## src/rtl/brk_pkg.sv

```systemverilog
package brk_pkg;

    typedef enum logic [1:0] {
        ST_IDLE = 2'd0,
        ST_PEND = 2'd1,
        ST_ACTV = 2'd2
    } brk_state_e;

    typedef struct packed {
        logic en;
        logic bcfe;
    } brk_cfg_t;

    localparam int STAT_EN_BIT  = 7;
    localparam int STAT_ACT_BIT = 6;
    localparam int FLAG_CLR_BIT = 0;

    function automatic logic [15:0] pick_vector(input logic mon,
                                                input logic [15:0] norm_v,
                                                input logic [15:0] mon_v);
        return mon ? mon_v : norm_v;
    endfunction

endpackage

```

## src/rtl/brk_regs.sv

```systemverilog
module brk_regs
    import brk_pkg::*;
#(
    parameter int ADDR_W  = 16,
    parameter int SLICE_W = 8,
    parameter int RAW     = 2
) (
    input  logic              clk,
    input  logic              rst,
    input  logic              wr_en,
    input  logic [RAW-1:0]    addr,
    input  logic [SLICE_W-1:0] wdata,
    input  logic              active,
    output logic [SLICE_W-1:0] rdata,
    output logic [ADDR_W-1:0] bp_addr,
    output brk_cfg_t          cfg,
    output logic              force_brk
);
    localparam int NSLICE   = ADDR_W / SLICE_W;
    localparam int OFS_STAT = NSLICE;
    localparam int OFS_FLAG = NSLICE + 1;

    logic [SLICE_W-1:0] slice_q [NSLICE];
    logic en_q, bcfe_q;

    genvar g;
    generate
        for (g = 0; g < NSLICE; g++) begin : g_slice
            always_ff @(posedge clk) begin
                if (rst)
                    slice_q[g] <= '0;
                else if (wr_en && addr == RAW'(NSLICE - 1 - g))
                    slice_q[g] <= wdata;
            end
            assign bp_addr[g*SLICE_W +: SLICE_W] = slice_q[g];
        end
    endgenerate

    always_ff @(posedge clk) begin
        if (rst) begin
            en_q   <= 1'b0;
            bcfe_q <= 1'b0;
        end else if (wr_en) begin
            if (addr == RAW'(OFS_STAT)) en_q   <= wdata[STAT_EN_BIT];
            if (addr == RAW'(OFS_FLAG)) bcfe_q <= wdata[FLAG_CLR_BIT];
        end
    end

    assign force_brk = wr_en && (addr == RAW'(OFS_STAT)) && wdata[STAT_ACT_BIT];
    assign cfg.en    = en_q;
    assign cfg.bcfe  = bcfe_q;

    always_comb begin
        rdata = '0;
        for (int i = 0; i < NSLICE; i++)
            if (addr == RAW'(NSLICE - 1 - i)) rdata = slice_q[i];
        if (addr == RAW'(OFS_STAT)) begin
            rdata[STAT_EN_BIT]  = en_q;
            rdata[STAT_ACT_BIT] = active;
        end
        if (addr == RAW'(OFS_FLAG))
            rdata[FLAG_CLR_BIT] = bcfe_q;
    end

endmodule

```

## src/rtl/brk_cmp.sv

```systemverilog
module brk_cmp #(
    parameter int ADDR_W  = 16,
    parameter int SLICE_W = 8
) (
    input  logic              en,
    input  logic [ADDR_W-1:0] pc,
    input  logic [ADDR_W-1:0] bp,
    output logic              match
);
    localparam int NSLICE = ADDR_W / SLICE_W;

    logic [NSLICE-1:0] eq;

    genvar g;
    generate
        for (g = 0; g < NSLICE; g++) begin : g_cmp
            assign eq[g] = (pc[g*SLICE_W +: SLICE_W] == bp[g*SLICE_W +: SLICE_W]);
        end
    endgenerate

    assign match = en && (&eq);

endmodule

```

## src/rtl/brk_fsm.sv

```systemverilog
module brk_fsm
    import brk_pkg::*;
(
    input  logic clk,
    input  logic rst,
    input  logic match,
    input  logic last,
    input  logic force_brk,
    input  logic rti,
    output logic active,
    output logic req
);
    brk_state_e st_q, st_d;
    logic take, req_q;

    always_comb begin
        take = (st_q != ST_ACTV) &&
               (force_brk || (last && (match || st_q == ST_PEND)));
        st_d = st_q;
        case (st_q)
            ST_ACTV: if (rti) st_d = ST_IDLE;
            default: begin
                if (take)               st_d = ST_ACTV;
                else if (match && !last) st_d = ST_PEND;
            end
        endcase
    end

    always_ff @(posedge clk) begin
        if (rst) begin
            st_q  <= ST_IDLE;
            req_q <= 1'b0;
        end else begin
            st_q  <= st_d;
            req_q <= take;
        end
    end

    assign active = (st_q == ST_ACTV);
    assign req    = req_q;

endmodule

```

## src/rtl/brk_ctrl.sv

```systemverilog
module brk_ctrl
    import brk_pkg::*;
#(
    parameter int          ADDR_W   = 16,
    parameter int          SLICE_W  = 8,
    parameter int          RAW      = 2,
    parameter logic [7:0]  SWI_OP   = 8'h83,
    parameter logic [15:0] VEC_NORM = 16'hFFFC,
    parameter logic [15:0] VEC_MON  = 16'hFEFC
) (
    input  logic              clk,
    input  logic              rst,
    input  logic              bus_wr,
    input  logic [RAW-1:0]    bus_addr,
    input  logic [SLICE_W-1:0] bus_wdata,
    output logic [SLICE_W-1:0] bus_rdata,
    input  logic [ADDR_W-1:0] cpu_addr,
    input  logic              cpu_last,
    input  logic              cpu_rti,
    input  logic              mon_mode,
    input  logic              tst_volt,
    output logic              brk_req,
    output logic              brk_active,
    output logic [7:0]        swi_opcode,
    output logic [15:0]       vec_addr,
    output logic              tmr_freeze,
    output logic              wdog_off,
    output logic              flag_clr_ok
);
    logic [ADDR_W-1:0] bp_addr;
    brk_cfg_t          cfg;
    logic              bp_en;
    logic              force_brk;
    logic              match;

    brk_regs #(.ADDR_W(ADDR_W), .SLICE_W(SLICE_W), .RAW(RAW)) u_regs (
        .clk      (clk),
        .rst      (rst),
        .wr_en    (bus_wr),
        .addr     (bus_addr),
        .wdata    (bus_wdata),
        .active   (brk_active),
        .rdata    (bus_rdata),
        .bp_addr  (bp_addr),
        .cfg      (cfg),
        .force_brk(force_brk)
    );

    assign bp_en = cfg.en;

    brk_cmp #(.ADDR_W(ADDR_W), .SLICE_W(SLICE_W)) u_cmp (
        .en   (bp_en),
        .pc   (cpu_addr),
        .bp   (bp_addr),
        .match(match)
    );

    brk_fsm u_fsm (
        .clk      (clk),
        .rst      (rst),
        .match    (match),
        .last     (cpu_last),
        .force_brk(force_brk),
        .rti      (cpu_rti),
        .active   (brk_active),
        .req      (brk_req)
    );

    assign swi_opcode  = brk_active ? SWI_OP : 8'h00;
    assign vec_addr    = brk_active ? pick_vector(mon_mode, VEC_NORM, VEC_MON) : 16'h0000;
    assign tmr_freeze  = brk_active;
    assign wdog_off    = brk_active && tst_volt;
    assign flag_clr_ok = cfg.bcfe;

endmodule

```

## config.mk

```make
export PLATFORM = sky130hd
export DESIGN_NAME = brk_ctrl
export DESIGN_NICKNAME = d
export VERILOG_FILES = /design/src/rtl/brk_pkg.sv /design/src/rtl/brk_regs.sv /design/src/rtl/brk_cmp.sv /design/src/rtl/brk_fsm.sv /design/src/rtl/brk_ctrl.sv
export SDC_FILE = /design/constraint.sdc
export NUM_CORES = 1
export LEC_CHECK = 0
export ABC_AREA = 1
export BUFFER_PORTS_ARGS = -buffer_cell sky130_fd_sc_hd__clkbuf_2
export CORE_ASPECT_RATIO = 1.1
export CORE_UTILIZATION = 47
export CTS_CLUSTER_DIAMETER = 100
export CTS_CLUSTER_SIZE = 12
export DETAILED_ROUTE_END_ITERATION = 10
export PLACE_DENSITY = 0.88
export SYNTH_ARGS = -nofsm -noshare
export SYNTH_HDL_FRONTEND = slang
export SYNTH_SLANG_ARGS = --single-unit
```

## constraint.sdc

```tcl
create_clock -name clk -period 1.6 [get_ports clk]
set_input_delay 0.16 -clock clk [delete_from_list [all_inputs] [get_ports clk]]
set_output_delay 0.16 -clock clk [all_outputs]
set_load 0.1 [all_outputs]
```

==> results of run 1 <==
## metal layers
metal / share of wire (%) / wire length [um] / global-route usage [%] / vias up
li1: - / - / - / 817
met1: 33 / 1510 / 30.3 / 757
met2: 55 / 2530 / 52.2 / 92
met3: 7.4 / 337 / 1.85 / 17
met4: 3.9 / 180 / 12.2 / 0
met5: 0 / 0 / 0 / -
## repair_timing
| action | CTS | global route |
|---|---|---|
| setup endpoints to repair | 0 | 1 |
| resized for setup | 0 | 1 |
| hold endpoints to repair | 0 | 0 |
## logic make-up after synthesis
group / after synthesis / synth area share [%]
other cells: 1 / 0.235
xor+xnor: 1 / 0.549
compound gates: 21 / 7.99
simple gates: 118 / 30.9
flops: 21 / 36.4
buf+inv: 78 / 24.0
## stage by stage
step                      utilization, %  cell area [um^2]  hold WS, ns
after floorplan                        -              1750        0.311
after global placement              74.2              2320        0.440
after detailed placement            74.2              2320        0.446
after CTS                           75.1              2350        0.126
after global routing                75.2              2350        0.153
final                               75.2              2350        0.133
## power breakdown
part | internal (mW) | switching [mW]
Clock | 0.0938 | 0.175
Sequential | 0.622 | 0.0221
Combinational | 0.232 | 0.543
Total | 0.948 | 0.741
## sequential cells by signal (all words and copies together), names as in the netlist
register	flops
u_fsm.req	1
u_fsm.st_q	2
u_regs.bcfe_q	1
u_regs.en_q	1
u_regs.slice_q	16
## worst min-delay path by stage
stage | endpoint | slack (ns) | cells past startpoint
after global routing | u_fsm.st_q[1] | 0.15 | 4
after floorplan | u_fsm.st_q[1] | 0.31 | 3
after CTS | u_fsm.st_q[1] | 0.13 | 4
after detailed placement | u_regs.bcfe_q | 0.45 | 2
after global placement | u_regs.bcfe_q | 0.44 | 2
final | u_regs.slice_q[0][4] | 0.13 | 3
## cell usage in the layout (no fill, tap or decap)
cell type                   instances
sky130_fd_sc_hd__or2_4              1
sky130_fd_sc_hd__dfxtp_2            2
sky130_fd_sc_hd__edfxtp_1          16
sky130_fd_sc_hd__nor2_4             3
sky130_fd_sc_hd__dfxtp_1            3
sky130_fd_sc_hd__o2111ai_1          1
sky130_fd_sc_hd__buf_12            29
sky130_fd_sc_hd__nand2_1           54
sky130_fd_sc_hd__nor2_2             4
sky130_fd_sc_hd__nand3_2            1
sky130_fd_sc_hd__o22ai_1            4
sky130_fd_sc_hd__a21oi_1            3
sky130_fd_sc_hd__xnor2_1            1
sky130_fd_sc_hd__clkinv_1           1
sky130_fd_sc_hd__clkbuf_4           3
sky130_fd_sc_hd__inv_2              7
sky130_fd_sc_hd__nand2_2            3
sky130_fd_sc_hd__clkbuf_2          34
sky130_fd_sc_hd__conb_1             7
sky130_fd_sc_hd__clkinv_2           1
sky130_fd_sc_hd__buf_4              6
sky130_fd_sc_hd__o21ai_0            5
sky130_fd_sc_hd__nand3_1            8
sky130_fd_sc_hd__nor3_2             1
sky130_fd_sc_hd__o21ai_1            4
sky130_fd_sc_hd__nor2_1            40
sky130_fd_sc_hd__inv_1             46
sky130_fd_sc_hd__nand4_1            3
sky130_fd_sc_hd__o221ai_2           3
sky130_fd_sc_hd__o21bai_1           1
## worst min-delay path: cells and delay by family
| kind | cells | cell delay (ns) |
|---|---|---|
| buffers and inverters | 2 | 0.11 |
| and+or+nand+nor | 1 | 0.08 |
## final cells by class
| cell class | instances | area, um^2 | area share, % |
|---|---|---|---|
| well taps | 34 | 42.5 | 1.81 |
| clock inverters | 1 | 5.00 | 0.213 |
| multi-input cells | 147 | 699 | 29.7 |
| flip-flops and latches | 21 | 583 | 24.8 |
| clock buffers | 3 | 22.5 | 0.958 |
| inverters | 54 | 203 | 8.62 |
| repair buffers | 69 | 796 | 33.8 |
==> metrics.md, run 1 <==
| Metric | Value |
|---|---|
| Worst setup path startpoint | u_fsm.st_q[1] |
| Critical Path Slowest Stage Cell | sky130_fd_sc_hd__dfxtp_2 |
| Worst clock skew | 0.00774 ns |
| Total Routed Length | 4.56 mm |
| Kind of cell adding the most delay to the critical path | buffers and inverters |
| Deepest clock path buffer count | 2 |
| TritonCTS clock tree | yes |
| Pin count of the biggest net entering global routing | 19 |
| Maximum fanout along the worst path | 18 |
| Mean routed wirelength per cell | 13.9 um |
| Final-report hold violation count | 0 |
| End point of the critical path | vec_addr[2] |
| Detailed Route Iter0 Violations | 110 |
| Number of nets with antenna violations after routing | 0 |
| Hold-fix buffer count after cts | 0 |
| Placed cells | 325 |
| Status | finished with violations |
| Total global-route track usage | 27.4% |
| Worst endpoint required time | 1.44 ns |
| DR DRC count | 3 |
| Placeable Area | 0.00313 mm^2 |
| Critical path arrival | 1.34 ns |
| First-pass iteration count of the detailed router | 9 |
| P per Cell Area | 718 mW/mm^2 |
| Fillcell total | 205 |
| GRT overflow | 0 |
| Post-synthesis cell area | 0.00160 mm^2 |
| Critical path depth in cells | 4 |
| Cell taking the most area after synthesis | sky130_fd_sc_hd__edfxtp_1 |
| Total number of nets in the final design | 329 |
| Violations in the final reports | design-rule violations |
| Kind of launch point of the worst setup path | flip-flop |
| Pre-CTS setup slack | 0.199 ns |
| Clock buffer count from CTS | 3 |
| Half-perimeter wire length of the detailed placement result | 3.76 mm |
| CTS clk-pin slew, worst paths | 0.12 ns |
| Overall via count from detail_route | 1,683 |
| Setup TNS | 0 ns |
| Largest stage delay, worst path | 0.34 ns |
| Number of inserted diodes | 0 |
| First-pass GRT wire length | 7.45 mm |
| Seq/Total Area, Yosys | 36.4% |
| Max Clock Freq | 0.666 GHz |
| R2r worst-path depth | 11 |
| Final Power | 1.69 mW |
| Worst Hold Class | input port to flip-flop |
| Most frequent cell on the critical path | sky130_fd_sc_hd__buf_12 |
| Area growth from synthesis to layout | 47.3% |
| CTS H-tree depth | 1 |
| RSZ-0062 raised after global routing | no |
| Die Y-Extent | 63.1 um |
| Via count of the first global-routing pass | 1,640 |
| Max-slew headroom at the worst pin | 64.3% |
| Worst-case register-to-register setup slack | 0.12 ns |
| Most frequent cells after synthesis | 54 x sky130_fd_sc_hd__nand2_1, 48 x sky130_fd_sc_hd__inv_1, 43 x sky130_fd_sc_hd__nor2_1 |
| VDD IR max | 579 uV |
| Number of enable flip-flop cells after synthesis | 16 |
| Critical path type | flip-flop to output port |
| Synth top area share | 30.1% |
| Final std cells w/o fill | 329 |
| Number of instances in the synthesized netlist | 240 |
| Final setup violation count | 0 |
| Clk Latency, worst-skew pair | 0.32 ns |
| Port Buffers | 62 |
| Hold path start | bus_wdata[4] |
| Slack of the critical path | 0.0977 ns |
| Detailed-route vias per instance | 5.12 |
| Initial cell density of the core | 51.1% |
| Actual transition at the worst max-transition pin | 0.538 ns |
| Buffer count from post-CTS setup fixing | 0 |
| Fraction of synthesis flops using an asynchronous set or reset pin | 0% |
| Count of state elements after synthesis | 21 |
| Die area | 0.00363 mm^2 |
| YS warnings | 0 |
| Placement row count | 21 |
| Worst path bufs/invs | 3 |
| Leading register cell type out of synthesis | sky130_fd_sc_hd__edfxtp_1 |
| Worst reg2reg endpoint | u_fsm.req |
| Clk root buf | sky130_fd_sc_hd__clkbuf_4 |
| Leading cell type by number of instances after synthesis | sky130_fd_sc_hd__nand2_1 |
| Number of library cell types mapped by synthesis | 24 |
| Layout cell share with drive strength beyond 1 | 33.2% |
| Mean Syn Cell Area | 6.65 um^2 |
| Critical path, cell by cell | inv_2 -> nor2_4 -> buf_12 -> buf_12 |
| Sinks on the clock net | 21 |
| Total count of max-transition violations in the final report | 0 |
| Count of max-cap constraint violations | 0 |
| RR Startpoint | u_regs.slice_q[1][0] |
| Final clock period utilization by the worst path | 93.9% |
| Die boundary width | 57.6 um |
| Gpl congestion | 0.912 |
| Number of antenna violations at the first check in global routing | 0 |
| Number of ports placed on the die boundary | 70 |
| Synth area leaders | sky130_fd_sc_hd__edfxtp_1 30%, sky130_fd_sc_hd__nand2_1 13%, sky130_fd_sc_hd__buf_4 11%, sky130_fd_sc_hd__inv_1 11%, sky130_fd_sc_hd__nor2_1 10% |
| Nature of the critical path endpoint | output port |
| Post-layout min period | 1.50 ns |
| Leakage dissipation | 1.21 nW |
No activity file was read; power rests on OpenSTA's default activity.
==> run 2: changes to the inputs <==
--- a/config.mk
+++ b/config.mk
@@ -8,11 +8,13 @@
 export ABC_AREA = 1
 export BUFFER_PORTS_ARGS = -buffer_cell sky130_fd_sc_hd__clkbuf_2
 export CORE_ASPECT_RATIO = 1.1
-export CORE_UTILIZATION = 47
+export CORE_UTILIZATION = 51
 export CTS_CLUSTER_DIAMETER = 100
 export CTS_CLUSTER_SIZE = 12
 export DETAILED_ROUTE_END_ITERATION = 10
-export PLACE_DENSITY = 0.88
+export MAX_ROUTING_LAYER = met4
+export PLACE_DENSITY = 0.94
+export SETUP_SLACK_MARGIN = 0.4
 export SYNTH_ARGS = -nofsm -noshare
 export SYNTH_HDL_FRONTEND = slang
 export SYNTH_SLANG_ARGS = --single-unit
==> constraint.sdc (replaced) <==
create_clock -name clk -period 1.9 [get_ports clk]
set_input_delay 0.19 -clock clk [delete_from_list [all_inputs] [get_ports clk]]
set_output_delay 0.19 -clock clk [all_outputs]
set_load 0.1 [all_outputs]
==> metrics.md, run 2 (same netlist as run 1, synthesis figures left out) <==
| Metric | Value |
|---|---|
| Status | complete, no violations (was finished with violations) |
| Number of nets with antenna violations after routing | 0 (unchanged) |
| Total global-route track usage | 25.0% (was 27.4%) |
| RR Startpoint | u_regs.slice_q[0][6] (was u_regs.slice_q[1][0]) |
| Nature of the critical path endpoint | output port (unchanged) |
| Actual transition at the worst max-transition pin | 0.541 ns (was 0.538 ns) |
| Leading cell type in the layout, fill and taps excluded | sky130_fd_sc_hd__nand2_1 (unchanged) |
| Maximum fanout along the worst path | 9 (was 18) |
| CTS clk-pin slew, worst paths | 0.11 ns (was 0.12 ns) |
| Worst Hold Class | input port to flip-flop (unchanged) |
| Die area | 0.00336 mm^2 (was 0.00363 mm^2) |
| Pin count of the biggest net entering global routing | 13 (was 19) |
| Post-place instance area | 0.00209 mm^2 (was 0.00232 mm^2) |
| Registers with the highest flip-flop counts | u_regs.slice_q (16), u_fsm.st_q (2) (unchanged) |
| Worst clock skew | 0.00132 ns (was 0.00774 ns) |
| Deepest clock path buffer count | 2 (unchanged) |
| Critical path type | flip-flop to output port (unchanged) |
| Max-slew headroom at the worst pin | 64.1% (was 64.3%) |
| Pre-CTS setup slack | 0.303 ns (was 0.199 ns) |
| Net switching power | 0.621 mW (was 0.741 mW) |
| Hold path start | rst (was bus_wdata[4]) |
| Overall via count from detail_route | 1,642 (was 1,683) |
| GRT overflow | 0 (unchanged) |
| Post-layout min period | 1.50 ns |
| Final design utilization | 83.1% (was 75.2%) |
| Leakage dissipation | 1.22 nW (was 1.21 nW) |
| CTS H-tree depth | 1 (unchanged) |
| Number of antenna violations at the first check in global routing | 0 (unchanged) |
| Die Y-Extent | 60.7 um (was 63.1 um) |
| Half-perimeter wire length of the detailed placement result | 3.15 mm (was 3.76 mm) |
| Sw frac | 43.7% (was 43.9%) |
| Portion of total power attributed to the clock network | 15.0% (was 15.9%) |
| Critical path arrival | 1.31 ns (was 1.34 ns) |
| Clk Latency, worst-skew pair | 0.31 ns (was 0.32 ns) |
| Worst path bufs/invs | 3 (unchanged) |
| Area growth from synthesis to layout | 49.8% (was 47.3%) |
| Worst endpoint required time | 1.71 ns (was 1.44 ns) |
| Kind of cell adding the most delay to the critical path | buffers and inverters (unchanged) |
| DR DRC count | 0 (was 3) |
| Flop pwr share | 38.4% (was 38.2%) |
| TritonCTS clock tree | yes (unchanged) |
| Total count of max-transition violations in the final report | 0 (unchanged) |
| Die boundary width | 55.3 um (was 57.6 um) |
| P per Cell Area | 594 mW/mm^2 (was 718 mW/mm^2) |
| Total number of nets in the final design | 332 (was 329) |
| Detailed-route vias per instance | 4.96 (was 5.12) |
| Internal power summed over all cells | 0.799 mW (was 0.948 mW) |
| Initial cell density of the core | 55.5% (was 51.1%) |
| Detailed Route Iter0 Violations | 47 (was 110) |
| Final setup violation count | 0 (unchanged) |
| Gpl congestion | 0.906 (was 0.912) |
| Critical Path Slowest Stage Cell | sky130_fd_sc_hd__dfxtp_2 (unchanged) |
| First-pass iteration count of the detailed router | 4 (was 9) |
| Final Power | 1.42 mW (was 1.69 mW) |
| First-pass GRT wire length | 6.16 mm (was 7.45 mm) |
| Placement row count | 20 (was 21) |
| Hold-fix buffer count after cts | 0 (unchanged) |
| Worst setup path startpoint | u_fsm.st_q[1] (unchanged) |
| Port Buffers | 62 (unchanged) |
| RSZ-0062 raised after global routing | yes (was no) |
| Count of max-cap constraint violations | 0 (unchanged) |
| Clk root buf | sky130_fd_sc_hd__clkbuf_4 (unchanged) |
| VDD IR max | 686 uV (was 579 uV) |
| Largest register FFs | 16 (unchanged) |
| Number of ports placed on the die boundary | 70 (unchanged) |
| Number of inserted diodes | 0 (unchanged) |
| Largest register by flop count | u_regs.slice_q (unchanged) |
| Layout cell share with drive strength beyond 1 | 38.3% (was 33.2%) |
| Final-report hold violation count | 0 (unchanged) |
| Via count of the first global-routing pass | 1,369 (was 1,640) |
| Sinks on the clock net | 21 (unchanged) |
| Logic gate share of total power | 46.6% (was 45.9%) |
| Total Routed Length | 4.25 mm (was 4.56 mm) |
| Placeable Area | 0.00288 mm^2 (was 0.00313 mm^2) |
| Slack of the critical path | 0.397 ns (was 0.0977 ns) |
| Max Clock Freq | 0.665 GHz |
| Clock buffer count from CTS | 3 (unchanged) |
| Largest stage delay, worst path | 0.36 ns (was 0.34 ns) |
| Kind of launch point of the worst setup path | flip-flop (unchanged) |
| Critical path, cell by cell | inv_4 -> nor2_4 -> buf_12 -> clkbuf_8 (was inv_2 -> nor2_4 -> buf_12 -> buf_12) |
| Area of all placed cells without fillers | 0.00239 mm^2 (was 0.00235 mm^2) |
| Final clock period utilization by the worst path | 79.1% |
| Most used cells in the layout excluding fill and tap cells | 51 x sky130_fd_sc_hd__nand2_1, 44 x sky130_fd_sc_hd__inv_1, 40 x sky130_fd_sc_hd__nor2_1 (was 54 x sky130_fd_sc_hd__nand2_1, 46 x sky130_fd_sc_hd__inv_1, 40 x sky130_fd_sc_hd__nor2_1) |
| Mean routed wirelength per cell | 12.9 um (was 13.9 um) |
## run 2: cell types whose count changed in the layout (fill, tap and decap cells not counted), moves of 4 or more
cell / before / now
sky130_fd_sc_hd__buf_6: 0 / 5
sky130_fd_sc_hd__buf_12: 29 / 11
sky130_fd_sc_hd__clkbuf_8: 0 / 13
sky130_fd_sc_hd__o22ai_4: 0 / 4
sky130_fd_sc_hd__o22ai_1: 4 / 0
## run 2: final timing paths
path,endpoint,slack (ns),cells after the start
hold / removal,u_fsm.st_q[0],0.15,4
setup reg to reg,u_fsm.st_q[1],0.50,11
hold reg to reg,u_regs.bcfe_q,0.46,2
setup / recovery,swi_opcode[0],0.40,4
## run 2: worst min-delay path, delay by kind of cell
family	cells	cell delay, ns
and+or+nand+nor	3	0.15
buffers and inverters	1	0.10
## run 2: layer usage
| layer | up-vias | share of wire (%) | global-route usage [%] |
|---|---|---|---|
| met2 | 63 | 55 | 45.1 |
| met1 | 749 | 37 | 28.6 |
| li1 | 821 | - | - |
| met5 | - | 0 | - |
| met3 | 9 | 5.8 | 3.62 |
| met4 | 0 | 1.6 | 9.29 |
## run 2: power by group through the flow
stage               logic (mW)  clock network (mW)  registers (mW)
floorplan                0.471                   0           0.558
global placement         0.601                   0           0.552
detailed placement       0.611                   0           0.553
CTS                      0.644               0.212           0.543
global route             0.694               0.234           0.549
finish                   0.662               0.214           0.545
## run 2: stage by stage
step	setup TNS, ns	hold slack, ns	std cells
6_report	0	0.151	331
5_1_grt	0	0.159	331
4_1_cts	0	0.158	329
3_5_place_dp	0	0.442	320
3_3_place_gp	0	0.442	320
2_1_floorplan	-0.0726	0.341	246
## run 2: layout make-up
type / instances / area (um^2)
fillers: 167 / 487
clock inverters: 1 / 5.00
flip-flops and latches: 21 / 584
multi-input cells: 149 / 835
inverters: 54 / 225
clock buffers: 3 / 22.5
well taps: 33 / 41.3
repair buffers: 70 / 678
## run 2: timing repair
| item | in CTS | in global routing |
|---|---|---|
| cloned | 1 | 1 |
| pin swaps | 1 | 6 |
| buffers inserted | 4 | 1 |
| resized for setup | 36 | 22 |
| endpoints found under the setup margin | 25 | 25 |
==> run 3: changes to the inputs <==
--- a/config.mk
+++ b/config.mk
@@ -5,15 +5,15 @@
 export SDC_FILE = /design/constraint.sdc
 export NUM_CORES = 1
 export LEC_CHECK = 0
-export ABC_AREA = 1
+export ABC_AREA = 0
 export BUFFER_PORTS_ARGS = -buffer_cell sky130_fd_sc_hd__clkbuf_2
 export CORE_ASPECT_RATIO = 1.1
-export CORE_UTILIZATION = 51
+export CORE_UTILIZATION = 46
 export CTS_CLUSTER_DIAMETER = 100
 export CTS_CLUSTER_SIZE = 12
 export DETAILED_ROUTE_END_ITERATION = 10
 export MAX_ROUTING_LAYER = met4
-export PLACE_DENSITY = 0.94
+export PLACE_DENSITY = 0.89
 export SETUP_SLACK_MARGIN = 0.4
 export SYNTH_ARGS = -nofsm -noshare
 export SYNTH_HDL_FRONTEND = slang
==> constraint.sdc (replaced) <==
create_clock -name clk -period 1.4 [get_ports clk]
set_input_delay 0.14 -clock clk [delete_from_list [all_inputs] [get_ports clk]]
set_output_delay 0.14 -clock clk [all_outputs]
set_load 0.1 [all_outputs]
==> metrics.md, run 3 <==
| Metric | Value |
|---|---|
| Leading register cell type out of synthesis | sky130_fd_sc_hd__edfxtp_1 (unchanged) |
| Count of max-cap constraint violations | 0 (unchanged) |
| DR DRC count | 0 (unchanged) |
| Placement row count | 20 (unchanged) |
| Worst Hold Class | input port to flip-flop (unchanged) |
| Status | finished with violations (was complete, no violations) |
| Overall via count from detail_route | 1,529 (was 1,642) |
| Met1 Use GR | 33.5% (was 28.6%) |
| Mean routed wirelength per cell | 24.9 um (was 12.9 um) |
| Worst clock skew | 0.00561 ns (was 0.00132 ns) |
| Critical path arrival | 2.17 ns (was 1.31 ns) |
| R2r worst-path depth | 7 (was 11) |
| WHS Path Cells | 2 (was 4) |
| Largest register by flop count | u_regs.slice_q (unchanged) |
| Number of library cell types mapped by synthesis | 35 (was 24) |
| Clk root buf | sky130_fd_sc_hd__clkbuf_4 (unchanged) |
| Final Power | 2.01 mW (was 1.42 mW) |
| Placed cells | 237 (was 320) |
| Initial cell density of the core | 50.3% (was 55.5%) |
| Placeable Area | 0.00285 mm^2 (was 0.00288 mm^2) |
| Gpl congestion | 0.904 (was 0.906) |
| Half-perimeter wire length of the detailed placement result | 3.01 mm (was 3.15 mm) |
| Die area | 0.00335 mm^2 (was 0.00336 mm^2) |
| Area of all placed cells without fillers | 0.00276 mm^2 (was 0.00239 mm^2) |
| Die boundary width | 55.3 um (about the same) |
| Most used cells in the layout excluding fill and tap cells | 32 x sky130_fd_sc_hd__buf_12, 31 x sky130_fd_sc_hd__clkbuf_2, 18 x sky130_fd_sc_hd__buf_4 (was 51 x sky130_fd_sc_hd__nand2_1, 44 x sky130_fd_sc_hd__inv_1, 40 x sky130_fd_sc_hd__nor2_1) |
| Final design utilization | 96.6% (was 83.1%) |
| Via count of the first global-routing pass | 1,489 (was 1,369) |
| Total Routed Length | 6.39 mm (was 4.25 mm) |
| Violations in the final reports | negative setup slack |
| Post-synthesis cell area | 0.00144 mm^2 (was 0.00160 mm^2) |
| Post-place instance area | 0.00230 mm^2 (was 0.00209 mm^2) |
| Setup TNS | -7.38 ns (was 0 ns) |
| Leading cell type by number of instances after synthesis | sky130_fd_sc_hd__buf_4 (was sky130_fd_sc_hd__nand2_1) |
| Pre-CTS setup slack | -0.252 ns (was 0.303 ns) |
| Hold-fix buffer count after cts | 0 (unchanged) |
| Fraction of synthesis flops using an asynchronous set or reset pin | 0% (unchanged) |
| Number of nets with antenna violations after routing | 0 (unchanged) |
| Critical path type | flip-flop to flip-flop (was flip-flop to output port) |
| Met3 capacity usage during global routing | 5.12% (was 3.62%) |
| Total number of nets in the final design | 258 (was 332) |
| Pin count of the biggest net entering global routing | 14 (was 13) |
| Most frequent cells after synthesis | 24 x sky130_fd_sc_hd__buf_4, 17 x sky130_fd_sc_hd__and2_1, 16 x sky130_fd_sc_hd__edfxtp_1 (was 54 x sky130_fd_sc_hd__nand2_1, 48 x sky130_fd_sc_hd__inv_1, 43 x sky130_fd_sc_hd__nor2_1) |
| Kind of launch point of the worst setup path | flip-flop (unchanged) |
| Slack of the critical path | -0.490 ns (was 0.397 ns) |
| CTS H-tree depth | 1 (unchanged) |
| Clk Latency, worst-skew pair | 0.33 ns (was 0.31 ns) |
| Registers with the highest flip-flop counts | u_regs.slice_q (16), u_fsm.st_q (2) (unchanged) |
| Number of enable flip-flop cells after synthesis | 16 (unchanged) |
| GRT overflow | 0 (unchanged) |
| Mean Syn Cell Area | 9.90 um^2 (was 6.65 um^2) |
| Deepest clock path buffer count | 2 (unchanged) |
| Number of instances in the synthesized netlist | 145 (was 240) |
| VDD IR max | 1180 uV (was 686 uV) |
| CTS clk-pin slew, worst paths | 0.14 ns (was 0.11 ns) |
| Layout cell share with drive strength beyond 1 | 62.9% (was 38.3%) |
| Number of antenna violations at the first check in global routing | 0 (unchanged) |
| Final clock period utilization by the worst path | 135% |
| Port Buffers | 62 (unchanged) |
| RSZ-0062 raised after global routing | yes (unchanged) |
| Seq/Total Area, Yosys | 40.5% (was 36.4%) |
| Count of state elements after synthesis | 21 (unchanged) |
| Hold path start | bus_wdata[4] (was rst) |
| Worst-case register-to-register setup slack | -0.49 ns (was 0.50 ns) |
| Die Y-Extent | 60.6 um (was 60.7 um) |
| TritonCTS clock tree | yes (unchanged) |
| Synth top area share | 33.5% (was 30.1%) |
| Leakage dissipation | 1.14 nW (was 1.22 nW) |
| First-pass iteration count of the detailed router | 5 (was 4) |
| Final setup violation count | 31 (was 0) |
| End point of the worst hold path | u_regs.slice_q[0][4] (was u_fsm.st_q[0]) |
| Sinks on the clock net | 21 (unchanged) |
| Worst endpoint required time | 1.68 ns (was 1.71 ns) |
| Leading cell type in the layout, fill and taps excluded | sky130_fd_sc_hd__buf_12 (was sky130_fd_sc_hd__nand2_1) |
| Detailed Route Iter0 Violations | 93 (was 47) |
| Nature of the critical path endpoint | flip-flop (was output port) |
| YS warnings | 0 (unchanged) |
| Met2 GRT Util | 67.5% (was 45.1%) |
| Max Clock Freq | 0.529 GHz |
| Maximum fanout along the worst path | 2 (was 9) |
| Final-report hold violation count | 0 (unchanged) |
| First-pass GRT wire length | 8.11 mm (was 6.16 mm) |
| Total global-route track usage | 34.7% (was 25.0%) |
| Cell taking the most area after synthesis | sky130_fd_sc_hd__edfxtp_1 (unchanged) |
| Detailed-route vias per instance | 5.95 (was 4.96) |
| Worst reg2reg endpoint | u_fsm.st_q[0] (was u_fsm.st_q[1]) |
| Total count of max-transition violations in the final report | 0 (unchanged) |
| Number of ports placed on the die boundary | 70 (unchanged) |
| Post-layout min period | 1.89 ns |
| Synth area leaders | sky130_fd_sc_hd__edfxtp_1 33%, sky130_fd_sc_hd__buf_4 13%, sky130_fd_sc_hd__and2_1 7.4%, sky130_fd_sc_hd__xnor2_1 7.3%, sky130_fd_sc_hd__dfxtp_1 7.0% (was sky130_fd_sc_hd__edfxtp_1 30%, sky130_fd_sc_hd__nand2_1 13%, sky130_fd_sc_hd__buf_4 11%, sky130_fd_sc_hd__inv_1 11%, sky130_fd_sc_hd__nor2_1 10%) |
| P per Cell Area | 728 mW/mm^2 (was 594 mW/mm^2) |
| GRT Max-Usage Layer | met2 (unchanged) |
| Clock buffer count from CTS | 3 (unchanged) |
| Number of inserted diodes | 0 (unchanged) |
| Final std cells w/o fill | 257 (was 331) |
| Area growth from synthesis to layout | 92.1% (was 49.8%) |
| RR Startpoint | u_regs.slice_q[0][3] (was u_regs.slice_q[0][6]) |
| Largest register FFs | 16 (unchanged) |
| Hold Worst Slack | 0.0963 ns (was 0.151 ns) |
| Fillcell total | 53 (was 167) |
-- run 3: cell types whose count changed after synthesis, sizes merged, moves of 2 or more --
cell,change
nor4,+2
o22ai,-3
nand2,-54
inv,-50
nand3,-5
mux2i,+10
o21ai,-4
clkbuf,+2
a21o,+2
o221ai,-3
xor2,+4
nor2,-33
and2,+17
xnor2,+11
-- run 3: final cells by class --
type,instances,area [um^2],area share (%)
Tap cell,33,41.3,1.50
Multi-Input combinational cell,100,926,33.6
Inverter,3,15.0,0.545
Sequential cell,21,591,21.4
Timing Repair Buffer,96,1150,41.9
Clock inverter,1,7.51,0.272
Clock buffer,3,22.5,0.817
-- run 3: power by group --
group          switching, mW  leakage (nW)  internal (mW)
Sequential            0.0418         0.200          0.707
Combinational          0.575         0.927          0.346
Clock                  0.227        0.0139          0.110
-- run 3: per-layer routing --
metal,vias up,part of all wire [%]
met3,44,8.0
met2,140,52
met1,717,34
met4,0,5.8
met5,-,0
li1,628,-
-- run 3: worst max path at each step --
stage | startpoint | endpoint | slack, ns | cells past startpoint
after floorplan | u_fsm.st_q[0] | bus_rdata[6] | -0.48 | 4
after global placement | u_regs.slice_q[0][3] | u_fsm.st_q[1] | -0.19 | 5
after detailed placement | u_regs.slice_q[0][3] | u_fsm.st_q[0] | -0.25 | 6
after CTS | u_regs.slice_q[0][0] | bus_rdata[0] | -0.31 | 4
after global routing | u_regs.slice_q[0][3] | u_fsm.st_q[0] | -0.49 | 7
final | u_regs.slice_q[0][3] | u_fsm.st_q[0] | -0.49 | 7
-- run 3: timing repair --
item                       CTS  global route
resized for setup           35            18
pin swaps                   11             9
setup endpoints to repair   34            52
buffers inserted             7             7
cloned                       2             0
-- run 3: cells by family after synthesis --
logic type | count (synthesis) | share of synthesized area (%)
flip-flops | 21 | 40.5
AND/OR/NAND/NOR | 54 | 22.5
AO/OA/AOI/OAI | 12 | 5.14
other | 1 | 0.261
buffers and inverters | 30 | 14.1
XOR/XNOR | 16 | 9.76
multiplexers | 11 | 7.76
-- run 3: critical path, stage by stage (launching register included) --
cell and delay [ns]:
sky130_fd_sc_hd__edfxtp_1 0.48, sky130_fd_sc_hd__xor2_2 0.20, sky130_fd_sc_hd__nor4_4 0.35, sky130_fd_sc_hd__buf_4 0.18
sky130_fd_sc_hd__buf_4 0.10, sky130_fd_sc_hd__nand4_1 0.11, sky130_fd_sc_hd__mux2i_1 0.25, sky130_fd_sc_hd__or2_1 0.17
